--- src/rtl/trap_pkg.sv ---
package trap_pkg;
  typedef enum logic [1:0] {
    PH_IDLE = 2'd0,
    PH_LOC1 = 2'd1,
    PH_LOC2 = 2'd2
  } phase_t;

  localparam int TT_W      = 8;
  localparam int TT_LSB    = 4;
  localparam int BASE_LSB  = TT_LSB + TT_W;
  localparam logic [2:0] LOC_PC_IDX  = 3'd1;
  localparam logic [2:0] LOC_NPC_IDX = 3'd2;
endpackage

--- src/rtl/trap_win_calc.sv ---
module trap_win_calc #(
  parameter int NWIN = 8,
  localparam int CWPW = (NWIN > 1) ? $clog2(NWIN) : 1
) (
  input  logic [CWPW-1:0] cwp,
  output logic [CWPW-1:0] prev_cwp
);
  generate
    if (NWIN > 1) begin : g_rot
      // power-of-two window count: natural wrap of the subtractor is the modulo
      assign prev_cwp = cwp - CWPW'(1);
    end else begin : g_single
      assign prev_cwp = '0;
    end
  endgenerate
endmodule

--- src/rtl/trap_tbr_build.sv ---
module trap_tbr_build #(
  parameter int XLEN = 32
) (
  input  logic [XLEN-1:0]          tbr,
  input  logic [trap_pkg::TT_W-1:0] tt,
  output logic [XLEN-1:0]          tbr_new,
  output logic [XLEN-1:0]          pc_new,
  output logic [XLEN-1:0]          npc_new
);
  import trap_pkg::*;

  always_comb begin
    tbr_new = '0;
    tbr_new[XLEN-1:BASE_LSB]         = tbr[XLEN-1:BASE_LSB];
    tbr_new[BASE_LSB-1:TT_LSB]       = tt;
  end

  assign pc_new  = tbr_new;
  assign npc_new = tbr_new + XLEN'(4);
endmodule

--- src/rtl/trap_seq_ctl.sv ---
module trap_seq_ctl (
  input  logic              clk,
  input  logic              rst_n,
  input  logic              req_valid,
  output logic              req_ready,
  output logic              fire,
  output trap_pkg::phase_t  phase
);
  import trap_pkg::*;

  phase_t phase_q, phase_d;

  assign req_ready = (phase_q == PH_IDLE);
  assign fire      = req_valid && req_ready;
  assign phase     = phase_q;

  always_comb begin
    phase_d = phase_q;
    unique case (phase_q)
      PH_IDLE: if (fire) phase_d = PH_LOC1;
      PH_LOC1: phase_d = PH_LOC2;
      PH_LOC2: phase_d = PH_IDLE;
      default: phase_d = PH_IDLE;
    endcase
  end

  always_ff @(posedge clk) begin
    if (!rst_n) phase_q <= PH_IDLE;
    else        phase_q <= phase_d;
  end
endmodule

--- src/rtl/trap_entry_seq.sv ---
module trap_entry_seq #(
  parameter int NWIN = 8,
  parameter int XLEN = 32,
  localparam int CWPW = (NWIN > 1) ? $clog2(NWIN) : 1
) (
  input  logic            clk,
  input  logic            rst_n,
  input  logic            req_valid,
  output logic            req_ready,
  input  logic [7:0]      req_tt,
  input  logic [CWPW-1:0] cur_cwp,
  input  logic            cur_s,
  input  logic [XLEN-1:0] cur_tbr,
  input  logic [XLEN-1:0] cur_pc,
  input  logic [XLEN-1:0] cur_npc,
  output logic            rf_we,
  output logic [CWPW-1:0] rf_win,
  output logic [2:0]      rf_reg,
  output logic [XLEN-1:0] rf_wdata,
  output logic            done,
  output logic [CWPW-1:0] new_cwp,
  output logic            new_s,
  output logic            new_ps,
  output logic            new_et,
  output logic [XLEN-1:0] new_tbr,
  output logic [XLEN-1:0] new_pc,
  output logic [XLEN-1:0] new_npc
);
  import trap_pkg::*;

  phase_t          phase;
  logic            fire;

  // state sampled at acceptance
  logic [TT_W-1:0] tt_q;
  logic [CWPW-1:0] cwp_q;
  logic            s_q;
  logic [XLEN-1:0] tbr_q;
  logic [XLEN-1:0] pc_q;
  logic [XLEN-1:0] npc_q;

  trap_seq_ctl u_ctl (
    .clk       (clk),
    .rst_n     (rst_n),
    .req_valid (req_valid),
    .req_ready (req_ready),
    .fire      (fire),
    .phase     (phase)
  );

  always_ff @(posedge clk) begin
    if (!rst_n) begin
      tt_q  <= '0;
      cwp_q <= '0;
      s_q   <= 1'b0;
      tbr_q <= '0;
      pc_q  <= '0;
      npc_q <= '0;
    end else if (fire) begin
      tt_q  <= req_tt;
      cwp_q <= cur_cwp;
      s_q   <= cur_s;
      tbr_q <= cur_tbr;
      pc_q  <= cur_pc;
      npc_q <= cur_npc;
    end
  end

  trap_win_calc #(.NWIN(NWIN)) u_win (
    .cwp      (cwp_q),
    .prev_cwp (new_cwp)
  );

  trap_tbr_build #(.XLEN(XLEN)) u_tbr (
    .tbr     (tbr_q),
    .tt      (tt_q),
    .tbr_new (new_tbr),
    .pc_new  (new_pc),
    .npc_new (new_npc)
  );

  // register file port: old PC into first local slot, old nPC into second
  always_comb begin
    rf_we    = 1'b0;
    rf_reg   = LOC_PC_IDX;
    rf_wdata = pc_q;
    unique case (phase)
      PH_LOC1: begin
        rf_we    = 1'b1;
        rf_reg   = LOC_PC_IDX;
        rf_wdata = pc_q;
      end
      PH_LOC2: begin
        rf_we    = 1'b1;
        rf_reg   = LOC_NPC_IDX;
        rf_wdata = npc_q;
      end
      default: ;
    endcase
  end

  assign rf_win = new_cwp;
  assign done   = (phase == PH_LOC2);
  assign new_s  = 1'b1;
  assign new_ps = s_q;
  assign new_et = 1'b0;
endmodule

--- config.mk ---
export PLATFORM = sky130hd
export DESIGN_NAME = trap_entry_seq
export DESIGN_NICKNAME = d
export VERILOG_FILES = /design/src/rtl/trap_pkg.sv /design/src/rtl/trap_win_calc.sv /design/src/rtl/trap_tbr_build.sv /design/src/rtl/trap_seq_ctl.sv /design/src/rtl/trap_entry_seq.sv
export SDC_FILE = /design/constraint.sdc
export NUM_CORES = 1
export LEC_CHECK = 0
export ABC_CLOCK_PERIOD_IN_PS = 1800
export BUFFER_PORTS_ARGS = -buffer_cell sky130_fd_sc_hd__buf_2
export CAP_MARGIN = 5
export CORE_MARGIN = 1
export CORE_UTILIZATION = 30
export DETAILED_ROUTE_END_ITERATION = 7
export HOLD_SLACK_MARGIN = 0.1
export PLACE_DENSITY = 0.57
export SLEW_MARGIN = 20
export SYNTH_ARGS = -nofsm -noshare
export SYNTH_HDL_FRONTEND = slang
export SYNTH_SLANG_ARGS = --single-unit
export TNS_END_PERCENT = 30
--- constraint.sdc ---
create_clock -name clk -period 1.8 [get_ports clk]
set_input_delay 0.36 -clock clk [delete_from_list [all_inputs] [get_ports clk]]
set_output_delay 0.36 -clock clk [all_outputs]
set_load 0.02 [all_outputs]
==> results.ini, run 1 <==
[logic_synthesis]
most_frequent_cell_after_synthesis=sky130_fd_sc_hd__nand2_1
netlist-cell-type-count=20
synth_edf_count=0
postSynth.topFlopCell=sky130_fd_sc_hd__dfxtp_1
synth_warnings=0
synth_area_leaders=sky130_fd_sc_hd__dfxtp_1, sky130_fd_sc_hd__buf_4, sky130_fd_sc_hd__nand4_1, sky130_fd_sc_hd__nand2_1, sky130_fd_sc_hd__o21ai_2
synth_top_cell_by_area=sky130_fd_sc_hd__dfxtp_1
syn_area_per_cell_um2=8.65
post_synth_inst_count=574
ys_seq_elements=98
combined_area_of_all_synthesized_cells_mm2=0.00496
synth_top_cell_area_share=0.395
synth_seq_area_share=0.395
async_flop_share=0
synthTopCellsByCount=sky130_fd_sc_hd__nand2_1, sky130_fd_sc_hd__dfxtp_1, sky130_fd_sc_hd__nand4_1, sky130_fd_sc_hd__buf_4, sky130_fd_sc_hd__o21ai_0

[floorplanning]
chipHeight_um=131
die_width_um=131
die_area_mm2=0.0171
coreArea_mm2=0.0160
rows=46
start_util=0.310
pin_count=254

[clocking]
root_buffer=sky130_fd_sc_hd__clkbuf_16
cts_repair_resize_count=14
cts_tree=done
tritoncts.num_buffers=9
clkTransAtPathRegs_ns=0.07
cts_max_level=3
postCtsSetupBuffers=0
post_cts_hold_buffer_count=0
buffer_levels_on_the_longest_clock_path=2
worst_skew_pair.late_latency_ns=0.35
clock_sink_count=98

[setup_path]
worstPathMaxFanout=18
cp_cell_sequence=inv_2 -> ha_4 -> buf_12 -> mux2_2 -> buf_4
crit_start=u_ctl.phase[0]
max_stage_delay_ns=0.35
worst_r2r_path_depth=6
r2r-end=npc_q[4]
worst_ep_required_time_ns=1.44
worst_setup_path_end_kind=output pin
critical-path-slowest-cell=sky130_fd_sc_hd__mux2_2
crit_arrival_ns=1.61
timing.critical_path.depth=5
ff2ff_setup_slack_ns=0.36
worst_setup_path_endpoint=rf_wdata[27]
worstSetupPathType=flip-flop to output pin
kind_of_start_point_of_the_critical_path=flip-flop
r2r_start=u_ctl.phase[0]
worst-path-buf-inv=3
crit_family=buffers and inverters

[global_routing]
grt_overflow=0
vias_in_the_first_global_route=3885
grt_usage=0.152
grt_first_pass_wirelength_um=19900
pin_count_of_the_biggest_net_entering_global_routing=55
antenna_violations_before_repair=1

[timing]
setup_viol_count_final=32
unrepaired_setup_endpoints_after_global_routing=yes
finalSetupTns_ns=-4.78
period_share=1.10
final.setup.worst_slack_ns=-0.172
hold_viol_final=0
fmax_mhz=507
finalCriticalPeriod_ns=1.97
timing_max_transition_violations_final=0
clock-skew-final_ns=0.00410

[route]
route.vias.total=4359
route.antenna.remaining_nets=0
detail_route.vias_per_cell=4.67
drt_iter0_markers=103
wirelength_um=13200
routed_wire_length_per_instance_um=14.2
drt-pass1-iter-count=4
post-route-drc-count=0

[pwr]
power_density_mw_per_mm2=1150
ir_worst_vdd_mv=0.671
power.total_mw=7.14
power_leakage_nw=2.80

[place]
gp_congestion=0.685
place_ws_ns=0.110
placed_cells=917
hpwlAfterDp_um=9090
placement.io_buffers=226

[cells_and_area]
final_layout_size_suffix_gt1_frac=0.476
layout-area-overhead-vs-synth_pct=25.3
layout.core_utilization=0.389
finish.net_count=829
finalNonFillerCells=933
diodes=0

[run]
timing.max_cap.violations=0

[outcome]
outcome=complete, but fails checks
violations_in_the_final_reports=negative setup slack

[worst_hold_path]
hold_class=input pin to flip-flop

==> worst register-to-register path, stage by stage (launching register included) <==
cell and delay [ns]:
sky130_fd_sc_hd__dfxtp_2 0.33, sky130_fd_sc_hd__inv_2 0.07, sky130_fd_sc_hd__buf_4 0.13, sky130_fd_sc_hd__ha_4 0.17
sky130_fd_sc_hd__and2_4 0.18, sky130_fd_sc_hd__buf_12 0.24, sky130_fd_sc_hd__o21ai_0 0.19
==> layout make-up <==
cell class / count / area, um2
multi-input combinational: 350 / 2190
inverter: 6 / 22.5
clock buffer: 9 / 225
timing repair buffer: 247 / 1470
tap: 216 / 270
fill: 1725 / 9780
clock inverter: 7 / 70.1
sequential: 98 / 1960
==> power breakdown <==
part / internal (mW) / switching, mW / leakage, nW
sequential: 2.46 / 0.174 / 0.805
clock: 1.07 / 0.870 / 0.133
combinational: 0.928 / 1.63 / 1.86
total: 4.46 / 2.68 / 2.80
==> layout by cell type, fill, tap and decap left out, types with 5 or more instances in the layout <==
| cell | count |
|---|---|
| sky130_fd_sc_hd__o21ai_2 | 40 |
| sky130_fd_sc_hd__o21ai_0 | 56 |
| sky130_fd_sc_hd__buf_12 | 8 |
| sky130_fd_sc_hd__mux2_4 | 7 |
| sky130_fd_sc_hd__nand4_1 | 96 |
| sky130_fd_sc_hd__dfxtp_1 | 96 |
| sky130_fd_sc_hd__buf_2 | 205 |
| sky130_fd_sc_hd__buf_6 | 8 |
| sky130_fd_sc_hd__mux2_2 | 25 |
| sky130_fd_sc_hd__buf_4 | 26 |
| sky130_fd_sc_hd__nand2_1 | 100 |
| sky130_fd_sc_hd__clkbuf_16 | 9 |
| sky130_fd_sc_hd__inv_1 | 5 |
| sky130_fd_sc_hd__conb_1 | 15 |
==> worst min-delay path by stage <==
stage                 from   endpoint  slack (ns)  depth (start not counted)
6_report       cur_tbr[13]  tbr_q[13]        0.24                          3
2_1_floorplan     npc_q[0]   npc_q[0]        0.43                          2
3_5_place_dp      npc_q[8]   npc_q[8]        0.45                          2
4_1_cts        cur_tbr[13]  tbr_q[13]        0.22                          3
5_1_grt          req_tt[7]    tt_q[7]        0.23                          3
3_3_place_gp     npc_q[19]  npc_q[19]        0.44                          2
==> registers in the layout, summed over array words and instances, names as in the netlist <==
| signal | cells |
|---|---|
| npc_q | 32 |
| pc_q | 32 |
| tbr_q | 20 |
| tt_q | 8 |
| cwp_q | 3 |
| u_ctl.phase | 2 |
| new_ps | 1 |
==> per-stage QoR <==
stage | area (um2) | hold slack, ns
floorplan | 5020 | 0.432
global placement | 5810 | 0.444
detailed placement | 5810 | 0.446
CTS | 6150 | 0.220
global route | 6220 | 0.230
finish | 6220 | 0.237
==> layer usage <==
layer	global-route usage	up-vias	routed length, um
met2	0.251	158	6070
met1	0.179	1991	5850
met5	0	-	13
met3	0.0586	16	1120
li1	-	2192	-
met4	0.0507	2	184
==> logic make-up (layout without fill, tap and decap cells) <==
family,after synthesis,count (layout),synth area share
and+or+nand+nor,198,198,0.200
buffers and inverters,139,269,0.183
DFF,98,98,0.395
AOI/OAI and AO/OA,96,96,0.127
muxes,34,34,0.0766
adders and majority gates,6,6,0.0151
other,2,15,0.00151
xor gates and xnor gates,1,1,0.00176
Power figures use the tool's default switching activity.
==> run 2, diff against run 1 <==
--- a/config.mk
+++ b/config.mk
@@ -13,6 +13,7 @@
 export DETAILED_ROUTE_END_ITERATION = 7
 export HOLD_SLACK_MARGIN = 0.1
 export PLACE_DENSITY = 0.57
+export SETUP_SLACK_MARGIN = 0.1
 export SLEW_MARGIN = 20
 export SYNTH_ARGS = -nofsm -noshare
 export SYNTH_HDL_FRONTEND = slang
==> results.ini, run 2 (synthesized netlist as in run 1, its figures left out) <==
[outcome]
outcome=complete, but fails checks
violations_in_the_final_reports=negative setup slack

[floorplanning]
chipHeight_um=131  ; unchanged
die_area_mm2=0.0171  ; unchanged
coreArea_mm2=0.0160  ; unchanged
rows=46  ; unchanged
pin_count=254  ; unchanged
start_util=0.310  ; unchanged
die_width_um=131  ; unchanged

[setup_path]
cp_cell_sequence=inv_2 -> ha_4 -> buf_12 -> mux2_2 -> buf_2
kind_of_start_point_of_the_critical_path=flip-flop
worst_ep_required_time_ns=1.44  ; about the same
ff2ff_setup_slack_ns=0.32  ; -0.04 ns
worst-path-buf-inv=3  ; unchanged
crit_arrival_ns=1.64  ; +0.03 ns
critical-path-slowest-cell=sky130_fd_sc_hd__mux2_2
crit_family=buffers and inverters
r2r-end=npc_q[8]
worst_r2r_path_depth=6  ; unchanged
worstSetupPathType=flip-flop to output pin
worstPathMaxFanout=13  ; -5
worst_setup_path_end_kind=output pin
r2r_start=u_ctl.phase[0]
max_stage_delay_ns=0.34  ; about the same

[timing]
final.setup.worst_slack_ns=-0.200  ; -0.0283 ns
unrepaired_setup_endpoints_after_global_routing=yes
setup_viol_count_final=32  ; unchanged
hold_viol_final=0  ; unchanged
clock-skew-final_ns=0.00639  ; +0.00229 ns
finalSetupTns_ns=-5.58  ; -0.804 ns
fmax_mhz=500  ; -1.4%
finalCriticalPeriod_ns=2.00  ; +0.0283 ns
timing_max_transition_violations_final=0  ; unchanged
period_share=1.11  ; +0.0157

[place]
placement.io_buffers=226  ; unchanged
placed_cells=914  ; -0.33%
hpwlAfterDp_um=8360  ; -8.0%
gp_congestion=0.705  ; +3.0%

[cells_and_area]
finish.net_count=828  ; -0.12%
layout-area-overhead-vs-synth_pct=25.2  ; about the same
layout_top_registers=npc_q: 32 flops, pc_q: 32 flops, tbr_q: 20 flops
final_layout_size_suffix_gt1_frac=0.480  ; +0.00413
most_frequent_cells_in_the_layout=sky130_fd_sc_hd__buf_2, sky130_fd_sc_hd__nand2_1, sky130_fd_sc_hd__nand4_1, sky130_fd_sc_hd__dfxtp_1, sky130_fd_sc_hd__o21ai_0
final.fill_count=1679  ; -2.7%
layout_commonest_cell=sky130_fd_sc_hd__buf_2
finalNonFillerCells=931  ; -0.21%
diodes=0  ; unchanged

[clocking]
cts_max_level=3  ; unchanged
clkTransAtPathRegs_ns=0.07  ; about the same
clock_sink_count=98  ; unchanged
buffer_levels_on_the_longest_clock_path=2  ; unchanged
worst_skew_pair.late_latency_ns=0.34  ; about the same
cts_tree=done
root_buffer=sky130_fd_sc_hd__clkbuf_16
tritoncts.num_buffers=9  ; unchanged

[global_routing]
grt_overflow=0  ; unchanged
vias_in_the_first_global_route=3752  ; -3.4%
pin_count_of_the_biggest_net_entering_global_routing=82  ; +49%
grt_usage=0.143  ; -0.00821
antenna_violations_before_repair=0  ; -1
grt_first_pass_wirelength_um=19100  ; -3.8%

[route]
post-route-drc-count=0  ; unchanged
route.vias.total=4325  ; -0.78%
drt_iter0_markers=195  ; +89%
routed_wire_length_per_instance_um=13.5  ; -5.2%
wirelength_um=12500  ; -5.4%
drt-pass1-iter-count=4  ; unchanged
detail_route.vias_per_cell=4.65  ; -0.57%
route.antenna.remaining_nets=0  ; unchanged

[pwr]
power.total_mw=7.28  ; +2.0%
power_leakage_nw=2.81  ; +0.33%
power_density_mw_per_mm2=1170  ; +2.0%
ir_worst_vdd_mv=0.485  ; -28%

[worst_hold_path]
hold_class=input pin to flip-flop
min-delay-start=cur_npc[20]
holdPathStages=3  ; unchanged
timing.hold.worst_endpoint=npc_q[20]

[run]
timing.max_cap.violations=0  ; unchanged

==> run 2: cell count changes in the layout (fill, tap and decap cells not counted), moves of 2 or more <==
| cell | change |
|---|---|
| sky130_fd_sc_hd__clkbuf_8 | +2 |
| sky130_fd_sc_hd__clkinvlp_4 | -2 |
| sky130_fd_sc_hd__buf_4 | -2 |
| sky130_fd_sc_hd__buf_6 | -3 |
| sky130_fd_sc_hd__clkinv_2 | -2 |
| sky130_fd_sc_hd__mux2_4 | -5 |
| sky130_fd_sc_hd__mux2_2 | +5 |
| sky130_fd_sc_hd__buf_2 | +4 |
==> run 2: per-stage QoR <==
step | hold slack (ns) | setup slack, ns | utilization | instance area, um2
after floorplan | 0.432 | 0.141 | - | 5030
after global placement | 0.444 | 0.0756 | 0.362 | 5800
after detailed placement | 0.447 | 0.0769 | 0.362 | 5800
after CTS | 0.220 | -0.229 | 0.385 | 6160
after global routing | 0.248 | -0.269 | 0.388 | 6210
final | 0.240 | -0.200 | 0.388 | 6210
==> run 2: worst register-to-register path, delay by kind of cell (launching register included) <==
family | cells | cell delay, ns
AND/OR/NAND/NOR | 1 | 0.26
buffers and inverters | 3 | 0.46
AO/OA/AOI/OAI | 1 | 0.15
flip-flops | 1 | 0.33
adder cells (fa/ha/maj) | 1 | 0.16
==> run 2: area by class of cell <==
cell class	instances	area [um2]	share of cell area
Clock inverter	4	75.1	0.0121
Timing Repair Buffer	246	1440	0.232
Multi-Input combinational cell	350	2180	0.352
Clock buffer	11	253	0.0407
Inverter	6	22.5	0.00362
Tap cell	216	270	0.0435
Sequential cell	98	1970	0.316
==> run 2: repair_timing <==
action	4_1_cts	5_1_grt
pin swaps	2	0
resized for setup	13	14
hold buffers	0	0
setup endpoints to repair	37	38
setup buffers	1	1
==> run 2: routing by layer <==
layer	up-vias	part of all wire	global-route usage
met5	-	0	0
met4	0	0.019	0.0642
met2	145	0.48	0.231
met1	1982	0.45	0.181
met3	13	0.059	0.0350
li1	2185	-	-
==> run 2: how the worst max path moves through the flow <==
stage	from	end	slack, ns	cells after the start
after CTS	u_ctl.phase[0]	rf_wdata[0]	-0.23	5
after global placement	u_ctl.phase[0]	rf_wdata[11]	0.08	5
after detailed placement	u_ctl.phase[0]	rf_wdata[2]	0.08	5
after global routing	u_ctl.phase[0]	rf_wdata[0]	-0.27	5
final	u_ctl.phase[0]	rf_wdata[10]	-0.20	5
after floorplan	u_ctl.phase[0]	rf_wdata[0]	0.14	5
==> run 2: power breakdown <==
group,total (mW),internal (mW),switching (mW)
logic,2.53,0.914,1.61
clock network,2.12,1.29,0.834
registers,2.63,2.46,0.169
total,7.28,4.66,2.61
